### src/rtl/xchg_pkg.sv
package xchg_pkg;

    // Register channels of the exchanger
    typedef enum logic [1:0] {
        CH_A2EVEN = 2'd0,
        CH_A2ODD  = 2'd1,
        CH_EVEN2A = 2'd2,
        CH_ODD2A  = 2'd3
    } chan_e;

    localparam int NCH = 4;

    // Return-path state: which bank register drives port A
    typedef enum logic {
        RET_ODD  = 1'b0,
        RET_EVEN = 1'b1
    } ret_src_e;

endpackage

### src/rtl/xchg_hold_reg.sv
module xchg_hold_reg #(
    parameter int W = 12
) (
    input  logic         clk,
    input  logic         rst_n,
    input  logic         ld_n,
    input  logic [W-1:0] d,
    output logic [W-1:0] q
);

    always_ff @(posedge clk or negedge rst_n) begin
        if (!rst_n) begin
            q <= '0;
        end else if (!ld_n) begin
            q <= d;
        end
    end

    // an active enable captures the input
    a_r2_load_captures: assert property (@(posedge clk) disable iff (!rst_n)
        !ld_n |=> q == $past(d));

    // an inactive enable holds the contents
    a_r3_idle_holds: assert property (@(posedge clk) disable iff (!rst_n)
        ld_n |=> $stable(q));

endmodule

### src/rtl/xchg_enable_ctl.sv
module xchg_enable_ctl
    import xchg_pkg::*;
(
    input  logic     clk,
    input  logic     rst_n,
    input  logic     ret_even_sel,
    input  logic     a_oe_n,
    input  logic     b_oe_n,
    output ret_src_e ret_src,
    output logic     a_drive,
    output logic     b_drive
);

    ret_src_e ret_src_q;
    ret_src_e ret_src_d;

    // Next-state logic for the return-path select
    always_comb begin
        ret_src_d = ret_src_q;
        unique case (ret_src_q)
            RET_ODD:  if (ret_even_sel)  ret_src_d = RET_EVEN;
            RET_EVEN: if (!ret_even_sel) ret_src_d = RET_ODD;
            default:  ret_src_d = RET_ODD;
        endcase
    end

    // State register
    always_ff @(posedge clk or negedge rst_n) begin
        if (!rst_n) begin
            ret_src_q <= RET_ODD;
        end else begin
            ret_src_q <= ret_src_d;
        end
    end

    // Registered output-enable flags
    always_ff @(posedge clk or negedge rst_n) begin
        if (!rst_n) begin
            a_drive <= 1'b0;
            b_drive <= 1'b0;
        end else begin
            a_drive <= ~a_oe_n;
            b_drive <= ~b_oe_n;
        end
    end

    assign ret_src = ret_src_q;

    // port A enable follows the sampled input one edge later
    a_r8_a_enable_sync: assert property (@(posedge clk) disable iff (!rst_n)
        1'b1 |=> a_drive == !$past(a_oe_n));

    // a high shared enable floats the bank ports at the next edge
    a_r9_b_float: assert property (@(posedge clk) disable iff (!rst_n)
        b_oe_n |=> !b_drive);

    // the state follows the sampled select
    a_r7_state_follows: assert property (@(posedge clk) disable iff (!rst_n)
        ret_even_sel |=> ret_src_q == RET_EVEN);

endmodule

### src/rtl/dual_bank_exchanger.sv
module dual_bank_exchanger
    import xchg_pkg::*;
#(
    parameter int W = 12
) (
    input  logic         clk,
    input  logic         rst_n,
    input  logic [W-1:0] a_in,
    output logic [W-1:0] a_out,
    output logic         a_drive,
    input  logic [W-1:0] even_in,
    output logic [W-1:0] even_out,
    output logic         even_drive,
    input  logic [W-1:0] odd_in,
    output logic [W-1:0] odd_out,
    output logic         odd_drive,
    input  logic         a2even_ld_n,
    input  logic         a2odd_ld_n,
    input  logic         even2a_ld_n,
    input  logic         odd2a_ld_n,
    input  logic         ret_even_sel,
    input  logic         a_oe_n,
    input  logic         b_oe_n
);

    logic [NCH-1:0][W-1:0] ch_d;
    logic [NCH-1:0][W-1:0] ch_q;
    logic [NCH-1:0]        ch_ld_n;
    ret_src_e              ret_src;
    logic                  b_drive;

    assign ch_d[CH_A2EVEN]    = a_in;
    assign ch_d[CH_A2ODD]     = a_in;
    assign ch_d[CH_EVEN2A]    = even_in;
    assign ch_d[CH_ODD2A]     = odd_in;
    assign ch_ld_n[CH_A2EVEN] = a2even_ld_n;
    assign ch_ld_n[CH_A2ODD]  = a2odd_ld_n;
    assign ch_ld_n[CH_EVEN2A] = even2a_ld_n;
    assign ch_ld_n[CH_ODD2A]  = odd2a_ld_n;

    for (genvar c = 0; c < NCH; c++) begin : g_chan
        xchg_hold_reg #(.W(W)) u_reg (
            .clk   (clk),
            .rst_n (rst_n),
            .ld_n  (ch_ld_n[c]),
            .d     (ch_d[c]),
            .q     (ch_q[c])
        );
    end

    xchg_enable_ctl u_ctl (
        .clk          (clk),
        .rst_n        (rst_n),
        .ret_even_sel (ret_even_sel),
        .a_oe_n       (a_oe_n),
        .b_oe_n       (b_oe_n),
        .ret_src      (ret_src),
        .a_drive      (a_drive),
        .b_drive      (b_drive)
    );

    // Output selection: all sources are flops
    always_comb begin
        unique case (ret_src)
            RET_EVEN: a_out = ch_q[CH_EVEN2A];
            RET_ODD:  a_out = ch_q[CH_ODD2A];
            default:  a_out = '0;
        endcase
    end

    assign even_out   = ch_q[CH_A2EVEN];
    assign odd_out    = ch_q[CH_A2ODD];
    assign even_drive = b_drive;
    assign odd_drive  = b_drive;

    // even path selected with a load returns the captured even word
    a_r7_return_even: assert property (@(posedge clk) disable iff (!rst_n)
        ret_even_sel && !even2a_ld_n |=> a_out == $past(even_in));

    // odd path selected with a load returns the captured odd word
    a_r7_return_odd: assert property (@(posedge clk) disable iff (!rst_n)
        !ret_even_sel && !odd2a_ld_n |=> a_out == $past(odd_in));

    // the even bank port shows a word written from port A
    a_r2_even_write: assert property (@(posedge clk) disable iff (!rst_n)
        !a2even_ld_n |=> even_out == $past(a_in));

    // both bank drive flags agree with the sampled shared enable
    a_r9_shared_enable: assert property (@(posedge clk) disable iff (!rst_n)
        !b_oe_n |=> even_drive && odd_drive);

endmodule

### config.mk
export PLATFORM = sky130hd
export DESIGN_NAME = dual_bank_exchanger
export DESIGN_NICKNAME = d
export VERILOG_FILES = /design/src/rtl/xchg_pkg.sv /design/src/rtl/xchg_hold_reg.sv /design/src/rtl/xchg_enable_ctl.sv /design/src/rtl/dual_bank_exchanger.sv
export SDC_FILE = /design/constraint.sdc
export NUM_CORES = 1
export LEC_CHECK = 0
export ABC_AREA = 1
export ABC_CLOCK_PERIOD_IN_PS = 900
export BUFFER_PORTS_ARGS = -buffer_cell sky130_fd_sc_hd__buf_2
export CORE_MARGIN = 2
export CORE_UTILIZATION = 45
export DETAILED_ROUTE_END_ITERATION = 7
export HOLD_SLACK_MARGIN = 0.08
export PLACE_DENSITY_LB_ADDON = 0.2
export RECOVER_POWER = 100
export SYNTH_ARGS = -nofsm -noshare
export SYNTH_HDL_FRONTEND = slang
export SYNTH_SLANG_ARGS = --single-unit
### constraint.sdc
create_clock -name clk -period 0.9 [get_ports clk]
set_clock_uncertainty 0.05 [all_clocks]
set_input_delay 0 -clock clk [delete_from_list [all_inputs] [get_ports clk]]
set_output_delay 0 -clock clk [all_outputs]
set_load 0.005 [all_outputs]
==> run summary, run 1 <==
f_max -> 821.8 MHz
hold violation total from the final report -> 0
first-pass GRT wire length -> 8059 um
combinational share of power -> 18.5%
vias in the first global route -> 1854
Worst EP arrival -> 1170 ps
Crit. End Element -> output pin
period utilization -> 135.2%
PortBufs -> 83
area of the multi-input gates -> 718.2 um^2
Sw Ratio -> 26.22%
Setup Crit Path Kind -> register to output pin
crit start category -> register
initial core utilization -> 47.22%
CTS Buffer Depth -> 2
largest net degree at the start of global routing -> 52
register share of total power -> 55.1%
Clock Pin Slew Worst Setup and Hold Paths -> 90 ps
post-synthesis cell count -> 273
Ant. Diodes -> 0
Max VDD drop -> 0.0007473 V
Worst Path Max Fanout -> 6
clk_lat worst skew -> 300 ps
met2 global-route usage -> 31.87%
Yosys cell types -> 6
Final WS setup -> -316.8 ps
leakage -> 1.794 nW
Area Overhead vs Synth -> 39.04%
Synthesized Nets -> 318
Post-CTS Hold Buffers -> 43
H-tree depth -> 2
max cap viols -> 0
die area -> 0.005604 mm^2
Row Count -> 25
core footprint -> 0.004786 mm^2
Detailed Routing Iterations Pass 1 -> 4
sequential cell area fraction in the yosys report -> 56.48%
layout cell share with drive strength beyond 1 -> 31.77%
Req. time, crit path -> 850 ps
via/cell ratio -> 4.364
DRT antenna net count -> 0
Slew @ Worst Pin -> 462.1 ps
Layout fillers -> 401
First DRT Iteration DRCs -> 112
RSZ-0062 raised after global routing -> yes
Die Span Y -> 74.86 um
CTS Root Buffer Type -> clkbuf_8
synth warn -> 0
Synth Area per Inst -> 8.277 um^2
register area -> 0.001277 mm^2
via count -> 1968
final net count -> 428
Sink Count -> 51
met3 Use GR -> 4.418%
fin. max-slew vios -> 0
IO Pins -> 84
P_sw -> 1.243 mW
CTS Buf Count -> 5
final setup fails -> 12
number of remaining DRC errors -> 0
Slew headroom -> 69.19%
minimum clock period -> 1217 ps
Setup TNS Final -> -3601 ps
Finished Layout Cells -> 451
mapped cell area -> 0.002260 mm^2
Power Total -> 4.741 mW
failing checks -> setup timing
hold crit path type -> primary input to register
met1 usage -> 24.72%
power share of the clock group -> 26.4%
GR Overflow Total -> 0
routed len/inst -> 11.39 um
GPL Wtd Cong -> 0.7797
Pwr per Cell Area -> 1509 mW/mm^2
dpl cells -> 393
initial antenna violation count -> 0
internal power -> 3.497 mW
Top Usage Layer GRT -> met2
Seq cells post-synth -> 51
WL final -> 5139 um
Total Routing Usage GR -> 19.13%
CTS tree -> yes
run status -> finished with violations
Finished Core Util -> 65.65%
die width -> 74.86 um
DP Wirelength -> 3279 um
==> cell usage after synthesis <==
master   instances  area [um^2]
inv_1            2        7.510
buf_4           30        225.2
inv_2            5        18.77
dfrtp_1         51         1276
nand2_1        180        675.7
buf_6            5        56.30
==> power groups by stage <==
stage                     clock network [mW]  registers [mW]  logic [mW]
after global routing                    1.39            2.64       0.990
after detailed placement                   0            2.64       0.678
after floorplan                            0            2.61       0.469
after CTS                               1.29            2.61       0.833
final                                   1.25            2.61       0.876
after global placement                     0            2.65       0.669
==> sequential cells by signal, summed over array words and instances, names as in the netlist <==
signal	cells
u_ctl.a_drive	1
u_ctl.b_drive	1
u_ctl.ret_src	1
g_chan.u_reg.q	48
==> layout make-up <==
cell class	count	share of cell area [%]
Clock buffer	7	2.429
Tap cell	67	2.668
Multi-Input combinational cell	180	22.86
Inverter	7	0.9956
Timing Repair inverter	1	0.1991
Timing Repair Buffer	137	30.03
Sequential cell	51	40.66
Clock inverter	1	0.1593
==> per-layer routing <==
metal / wire [um] / vias up / part of all wire (%)
li1: - / 1003 / -
met1: 2301 / 892 / 45
met2: 2472 / 64 / 48
met3: 288 / 9 / 5.6
met4: 76 / 0 / 1.5
met5: 0 / - / 0
==> cell families (layout without fill, tap and decap cells) <==
| group | after synthesis | count (layout) | share of synthesized area (%) |
|---|---|---|---|
| and+or+nand+nor | 180 | 180 | 29.90 |
| DFF | 51 | 51 | 56.48 |
| buffers and inverters | 42 | 153 | 13.62 |
==> worst paths after layout <==
check / endpoint / from / depth (start not counted) / slack (ps)
worst max register to register: g_chan[1].u_reg.q[8] / g_chan[1].u_reg.q[8] / 3 / 110
max in group asynchronous: u_ctl.ret_src / rst_n / 3 / 220
worst min-delay path: g_chan[0].u_reg.q[3] / a2even_ld_n / 3 / 3
worst max-delay path: a_out[2] / u_ctl.ret_src / 4 / -320
min in group asynchronous: g_chan[0].u_reg.q[3] / rst_n / 3 / 210
worst min register to register: g_chan[0].u_reg.q[8] / g_chan[0].u_reg.q[8] / 2 / 430
==> layout by cell type (no fill, tap or decap) <==
| master | n |
|---|---|
| clkbuf_8 | 5 |
| buf_4 | 3 |
| inv_4 | 1 |
| nand2_1 | 163 |
| inv_2 | 4 |
| clkinv_2 | 1 |
| dfrtp_1 | 50 |
| inv_1 | 2 |
| dfrtp_2 | 1 |
| dlygate4sd3_1 | 43 |
| buf_6 | 4 |
| clkinv_4 | 1 |
| clkbuf_1 | 3 |
| buf_2 | 78 |
| buf_1 | 1 |
| clkbuf_4 | 5 |
| nand2_2 | 17 |
| clkbuf_2 | 2 |
==> worst max-delay path, cell delays in order, from the launching register on <==
cell     delay [ps]
dfrtp_2         490
buf_6           160
nand2_2          50
nand2_2          50
buf_2           120
==> what timing repair did <==
action / 4_1_cts / 5_1_grt
endpoints found under the hold margin: 102 / 12
setup buffers: 0 / 5
setup endpoints to repair: 12 / 34
gates cloned: 1 / 1
resized for setup: 10 / 18
pin swaps: 4 / 7
==> stage by stage <==
step	hold WS [ps]	setup WS, ps	cell area, um^2
after floorplan	-345.6	173.0	2260
after global placement	-35.89	46.86	2527
after detailed placement	-38.96	35.93	2527
after CTS	-3.898	-295.9	3070
after global routing	15.27	-359.4	3142
final	3.492	-316.8	3142
Power figures use the tool's default switching activity.
==> inputs of run 2 (changes only) <==
- CAP_MARGIN: not set -> 20
- CORE_ASPECT_RATIO: not set -> 1.75
==> run summary, run 2 (synthesis gave the netlist of run 1 again) <==
run status -> finished with violations
failing checks -> hold timing, setup timing
largest net degree at the start of global routing -> 52
crit start category -> register
Layout fillers -> 448
critical path depth in cells -> 4
Setup TNS Final -> -3017 ps
final hold slack -> -14.62 ps
PortBufs -> 83
Clock Pin Slew Worst Setup and Hold Paths -> 90 ps
Ant. Diodes -> 0
period utilization -> 131.2%
Final WS setup -> -280.9 ps
initial antenna violation count -> 0
Finished Layout Cells -> 432
RSZ-0062 raised after global routing -> yes
crit path buf inv count -> 2
vias in the first global route -> 1976
clk_lat worst skew -> 300 ps
first-pass GRT wire length -> 8418 um
IO Pins -> 84
post-place setup slack -> 30.59 ps
die width -> 57.57 um
Req. time, crit path -> 850 ps
dpl cells -> 381
core footprint -> 0.004892 mm^2
Finished Core Util -> 62.97%
slowest stage cell, crit path -> dfrtp_2
Total Routing Usage GR -> 18.85%
Detailed Routing Iterations Pass 1 -> 4
worst r2r path cells -> 3
die area -> 0.005626 mm^2
Power Total -> 4.987 mW
f_max -> 846.8 MHz
final net count -> 423
First DRT Iteration DRCs -> 79
minimum clock period -> 1181 ps
CP max stage delay -> 450 ps
CTS Buffer Depth -> 2
cell mode on critical path -> nand2_1
commonest non-fill, non-tap cell in the layout -> nand2_1
H-tree depth -> 2
routed len/inst -> 11.62 um
Post-CTS Hold Buffers -> 42
Slew headroom -> 68.84%
worst-path cell chain -> buf_6, nand2_1, nand2_1, buf_2
CTS Root Buffer Type -> clkbuf_8
layout cell share with drive strength beyond 1 -> 28.84%
Crit. End Element -> output pin
final setup fails -> 12
via count -> 1944
GPL Wtd Cong -> 0.7558
Sink Count -> 51
WL final -> 5021 um
hold crit path type -> primary input to register
Worst EP arrival -> 1130 ps
max cap viols -> 0
Die Span Y -> 97.74 um
Slew @ Worst Pin -> 467.4 ps
Worst Path Max Fanout -> 8
Row Count -> 34
CTS tree -> yes
DP Wirelength -> 3316 um
Biggest register -> g_chan.u_reg.q
Setup Crit Path Kind -> register to output pin
max reg flops -> 48
hold violation total from the final report -> 5
fin. max-slew vios -> 0
Pwr per Cell Area -> 1619 mW/mm^2
hold depth -> 3
commonest cells after routing, fill and taps aside -> 175 x nand2_1, 81 x buf_2, 50 x dfrtp_1, 42 x dlygate4sd3_1
Max VDD drop -> 0.001317 V
initial core utilization -> 46.19%
number of remaining DRC errors -> 0
CTS Buf Count -> 5
DRT antenna net count -> 0
Area Overhead vs Synth -> 36.32%
via/cell ratio -> 4.500
top cell family by delay on the critical path -> flip-flops
leakage -> 1.781 nW
GR Overflow Total -> 0
-- run 2: what timing repair did --
action	in CTS	in global routing
setup endpoints to repair	12	28
pin swaps	2	1
cloned	0	0
setup buffers	0	2
hold endpoints to repair	102	24
resized for setup	6	6
-- run 2: power by group --
part	internal, mW	total, mW	switching (mW)	leakage [nW]
sequential	2.49	2.59	0.105	0.619
combinational	0.436	0.840	0.404	1.11
clock	0.814	1.55	0.741	0.0502
total	3.74	4.99	1.25	1.78
-- run 2: through the flow --
step | hold WS (ps) | cell area [um^2]
after floorplan | -345.6 | 2260
after global placement | -36.52 | 2519
after detailed placement | -36.46 | 2519
after CTS | -18.38 | 3063
after global routing | -3.972 | 3080
final | -14.62 | 3080
-- run 2: routing by layer --
| metal | global-route usage [%] | part of all wire [%] |
|---|---|---|
| met1 | 19.65 | 38 |
| met5 | 0 | 0 |
| met3 | 3.179 | 4.5 |
| met2 | 36.54 | 57 |
| met4 | 5.725 | 0.92 |
-- run 2: cell type report --
type	count	area, um^2	area share, %
Clock buffer	5	68.82	2.234
Clock inverter	2	37.54	1.219
Inverter	7	33.78	1.097
Multi-Input combinational cell	180	688.2	22.34
Sequential cell	51	1277	41.47
Tap cell	54	67.56	2.193
Timing Repair Buffer	133	907.1	29.45
-- run 2: worst paths after layout --
path                                         to                 start  slack (ps)
min                        g_chan[3].u_reg.q[6]            odd2a_ld_n         -10
min in group asynchronous         u_ctl.a_drive                 rst_n         210
max                                   a_out[11]         u_ctl.ret_src        -280
max reg2reg                g_chan[0].u_reg.q[4]  g_chan[0].u_reg.q[4]         120
max in group asynchronous         u_ctl.ret_src                 rst_n         230
min reg2reg                g_chan[0].u_reg.q[7]  g_chan[0].u_reg.q[7]         430
-- run 2: worst register-to-register path, cell delays in order (launching register included) --
cell and delay [ps]:
dfrtp_1 390, buf_4 130, nand2_1 60, nand2_1 50
==> inputs of run 3 (changes only) <==
- ABC_CLOCK_PERIOD_IN_PS: 900 -> 960
- CORE_UTILIZATION: 45 -> 43
- SYNTH_HIERARCHICAL: not set -> 1
- clock period: 0.9 -> 0.96 ns (I/O delays scaled with it)
==> run summary, run 3 <==
CTS Buf Count -> 5
GPL Wtd Cong -> 0.7473
cell taking the most area after synthesis -> dfrtp_1
die width -> 56.57 um
Yosys cell types -> 6
Ant. Diodes -> 0
largest net degree at the start of global routing -> 52
combinational share of power -> 17.6%
Finished Cell Area -> 0.003005 mm^2
routed len/inst -> 11.64 um
initial antenna violation count -> 0
WL final -> 4972 um
GR Overflow Total -> 0
first-pass GRT wire length -> 8342 um
Total Routing Usage GR -> 19.83%
P_sw -> 1.086 mW
DRT antenna net count -> 0
RSZ-0062 raised after global routing -> yes
Synthesized Nets -> 294
critical path endpoint -> a_out[3]
Seq cells post-synth -> 51
die area -> 0.005430 mm^2
Die Span Y -> 96.00 um
Final WS setup -> -224.4 ps
failing checks -> setup timing
CTS Buffer Depth -> 2
register share of total power -> 56.8%
mapped cell area -> 0.002079 mm^2
dominant cell by count in the synthesized netlist -> nand2_1
First DRT Iteration DRCs -> 86
leakage -> 1.717 nW
run status -> finished with violations
sequential cell area fraction in the yosys report -> 61.37%
asr flop ratio synth -> 100.0%
Worst R2R Start -> g_chan[1].u_reg/q[3]
H-tree depth -> 2
final net count -> 421
CTS Root Buffer Type -> clkbuf_8
Synth Area per Inst -> 8.351 um^2
crit start category -> register
synth warn -> 6
EDFF count, synth -> 0
Synth top cells by count -> 180 x nand2_1, 51 x dfrtp_1, 6 x buf_4
period utilization -> 123.4%
Sw Ratio -> 25.34%
minimum clock period -> 1184 ps
final hold slack -> 299.6 ps
Top FF cell, synth -> dfrtp_1
fin. max-slew vios -> 0
worst r2r path cells -> 2
Sink Count -> 51
Finished Core Util -> 64.41%
Slew headroom -> 57.78%
clk_lat worst skew -> 280 ps
layout cell share with drive strength beyond 1 -> 21.07%
commonest cells after routing, fill and taps aside -> 180 x nand2_1, 65 x buf_2, 50 x dfrtp_1, 44 x dlygate4sd3_1, 18 x clkbuf_1
Row Count -> 33
max cap viols -> 0
Worst Path Max Fanout -> 9
hold crit path type -> primary input to async pin
PortBufs -> 83
via count -> 1917
Crit. End Element -> output pin
post-synthesis cell count -> 249
IO Pins -> 84
Biggest register -> g_chan.u_reg/q
number of remaining DRC errors -> 0
hold violation total from the final report -> 0
Setup Crit Path Kind -> register to output pin
CTS tree -> yes
DP Wirelength -> 3298 um
Max VDD drop -> 0.001121 V
Synth area leaders -> dfrtp_1 61%, nand2_1 32%, buf_6 2.7%
initial core utilization -> 44.57%
max reg flops -> 48
core footprint -> 0.004666 mm^2
CP startpoint -> u_ctl/ret_src
internal power -> 3.200 mW
Req. time, crit path -> 910 ps
dpl cells -> 375
Detailed Routing Iterations Pass 1 -> 4
Clock Pin Slew Worst Setup and Hold Paths -> 80 ps
power share of the clock group -> 25.6%
worst reg2reg setup slack -> 260 ps
final setup fails -> 12
via/cell ratio -> 4.489
commonest non-fill, non-tap cell in the layout -> nand2_1
Finished Layout Cells -> 427
Area Overhead vs Synth -> 44.52%
Pwr per Cell Area -> 1426 mW/mm^2
RR Endpoint -> g_chan[1].u_reg/q[3]
Worst EP arrival -> 1130 ps
Slew @ Worst Pin -> 633.3 ps
Post-DP Area -> 0.002486 mm^2
f_max -> 844.3 MHz
vias in the first global route -> 1886
post-synth top area share -> 61.37%
==> run 3: metal layers <==
layer  vias to the layer above  global-route usage, %  routed length (um)
li1                        989                      -                   -
met1                       877                  22.52                2017
met2                        49                  37.11                2704
met3                         2                  3.226                 211
met4                         0                  6.746                  38
met5                         -                      0                   0
==> run 3: worst min path at each step <==
stage                            endpoint  slack, ps
CTS                 g_chan[3].u_reg/q[10]        180
finish              g_chan[3].u_reg/q[10]        300
global route                u_ctl/ret_src        300
floorplan            g_chan[0].u_reg/q[0]       -350
detailed placement  g_chan[3].u_reg/q[10]        -40
global placement    g_chan[3].u_reg/q[10]        -40
==> run 3: critical path, stage by stage (launching register included) <==
cell and delay, ps:
dfrtp_2 460, buf_6 160, nand2_1 60, nand2_1 50
buf_2 120
==> run 3: cells by family after synthesis <==
family | synth area share [%]
DFF | 61.37
and+or+nand+nor | 32.49
buffers and inverters | 6.137
==> run 3: power groups by stage <==
stage | Clock [mW] | Combinational, mW | Sequential [mW]
6_report | 1.10 | 0.754 | 2.43
3_5_place_dp | 0 | 0.635 | 2.47
3_3_place_gp | 0 | 0.623 | 2.47
2_1_floorplan | 0 | 0.302 | 2.47
5_1_grt | 1.22 | 0.862 | 2.46
4_1_cts | 1.16 | 0.782 | 2.43
==> run 3: metrics by stage <==
stage / setup TNS, ps / total power [mW] / worst slack [ps]
after detailed placement: 0 / 3.101 / 64.87
final: -2449 / 4.286 / -224.4
after floorplan: 0 / 2.769 / 233.0
after global placement: 0 / 3.088 / 84.16
after global routing: -3677 / 4.545 / -285.5
after CTS: -2638 / 4.369 / -231.4
==> run 3: area by class of cell <==
cell class / instances / area (um^2)
timing repair buffer: 131 / 878.3
fill: 432 / 1660
sequential: 51 / 1277
tap: 52 / 65.06
multi-input combinational: 180 / 675.6
inverter: 7 / 36.28
clock buffer: 6 / 72.57
==> run 3: what timing repair did <==
action	in CTS	in global routing
setup endpoints to repair	12	60
setup buffers	0	0
resized for setup	3	8
endpoints found under the hold margin	102	0
hold buffers	46	0
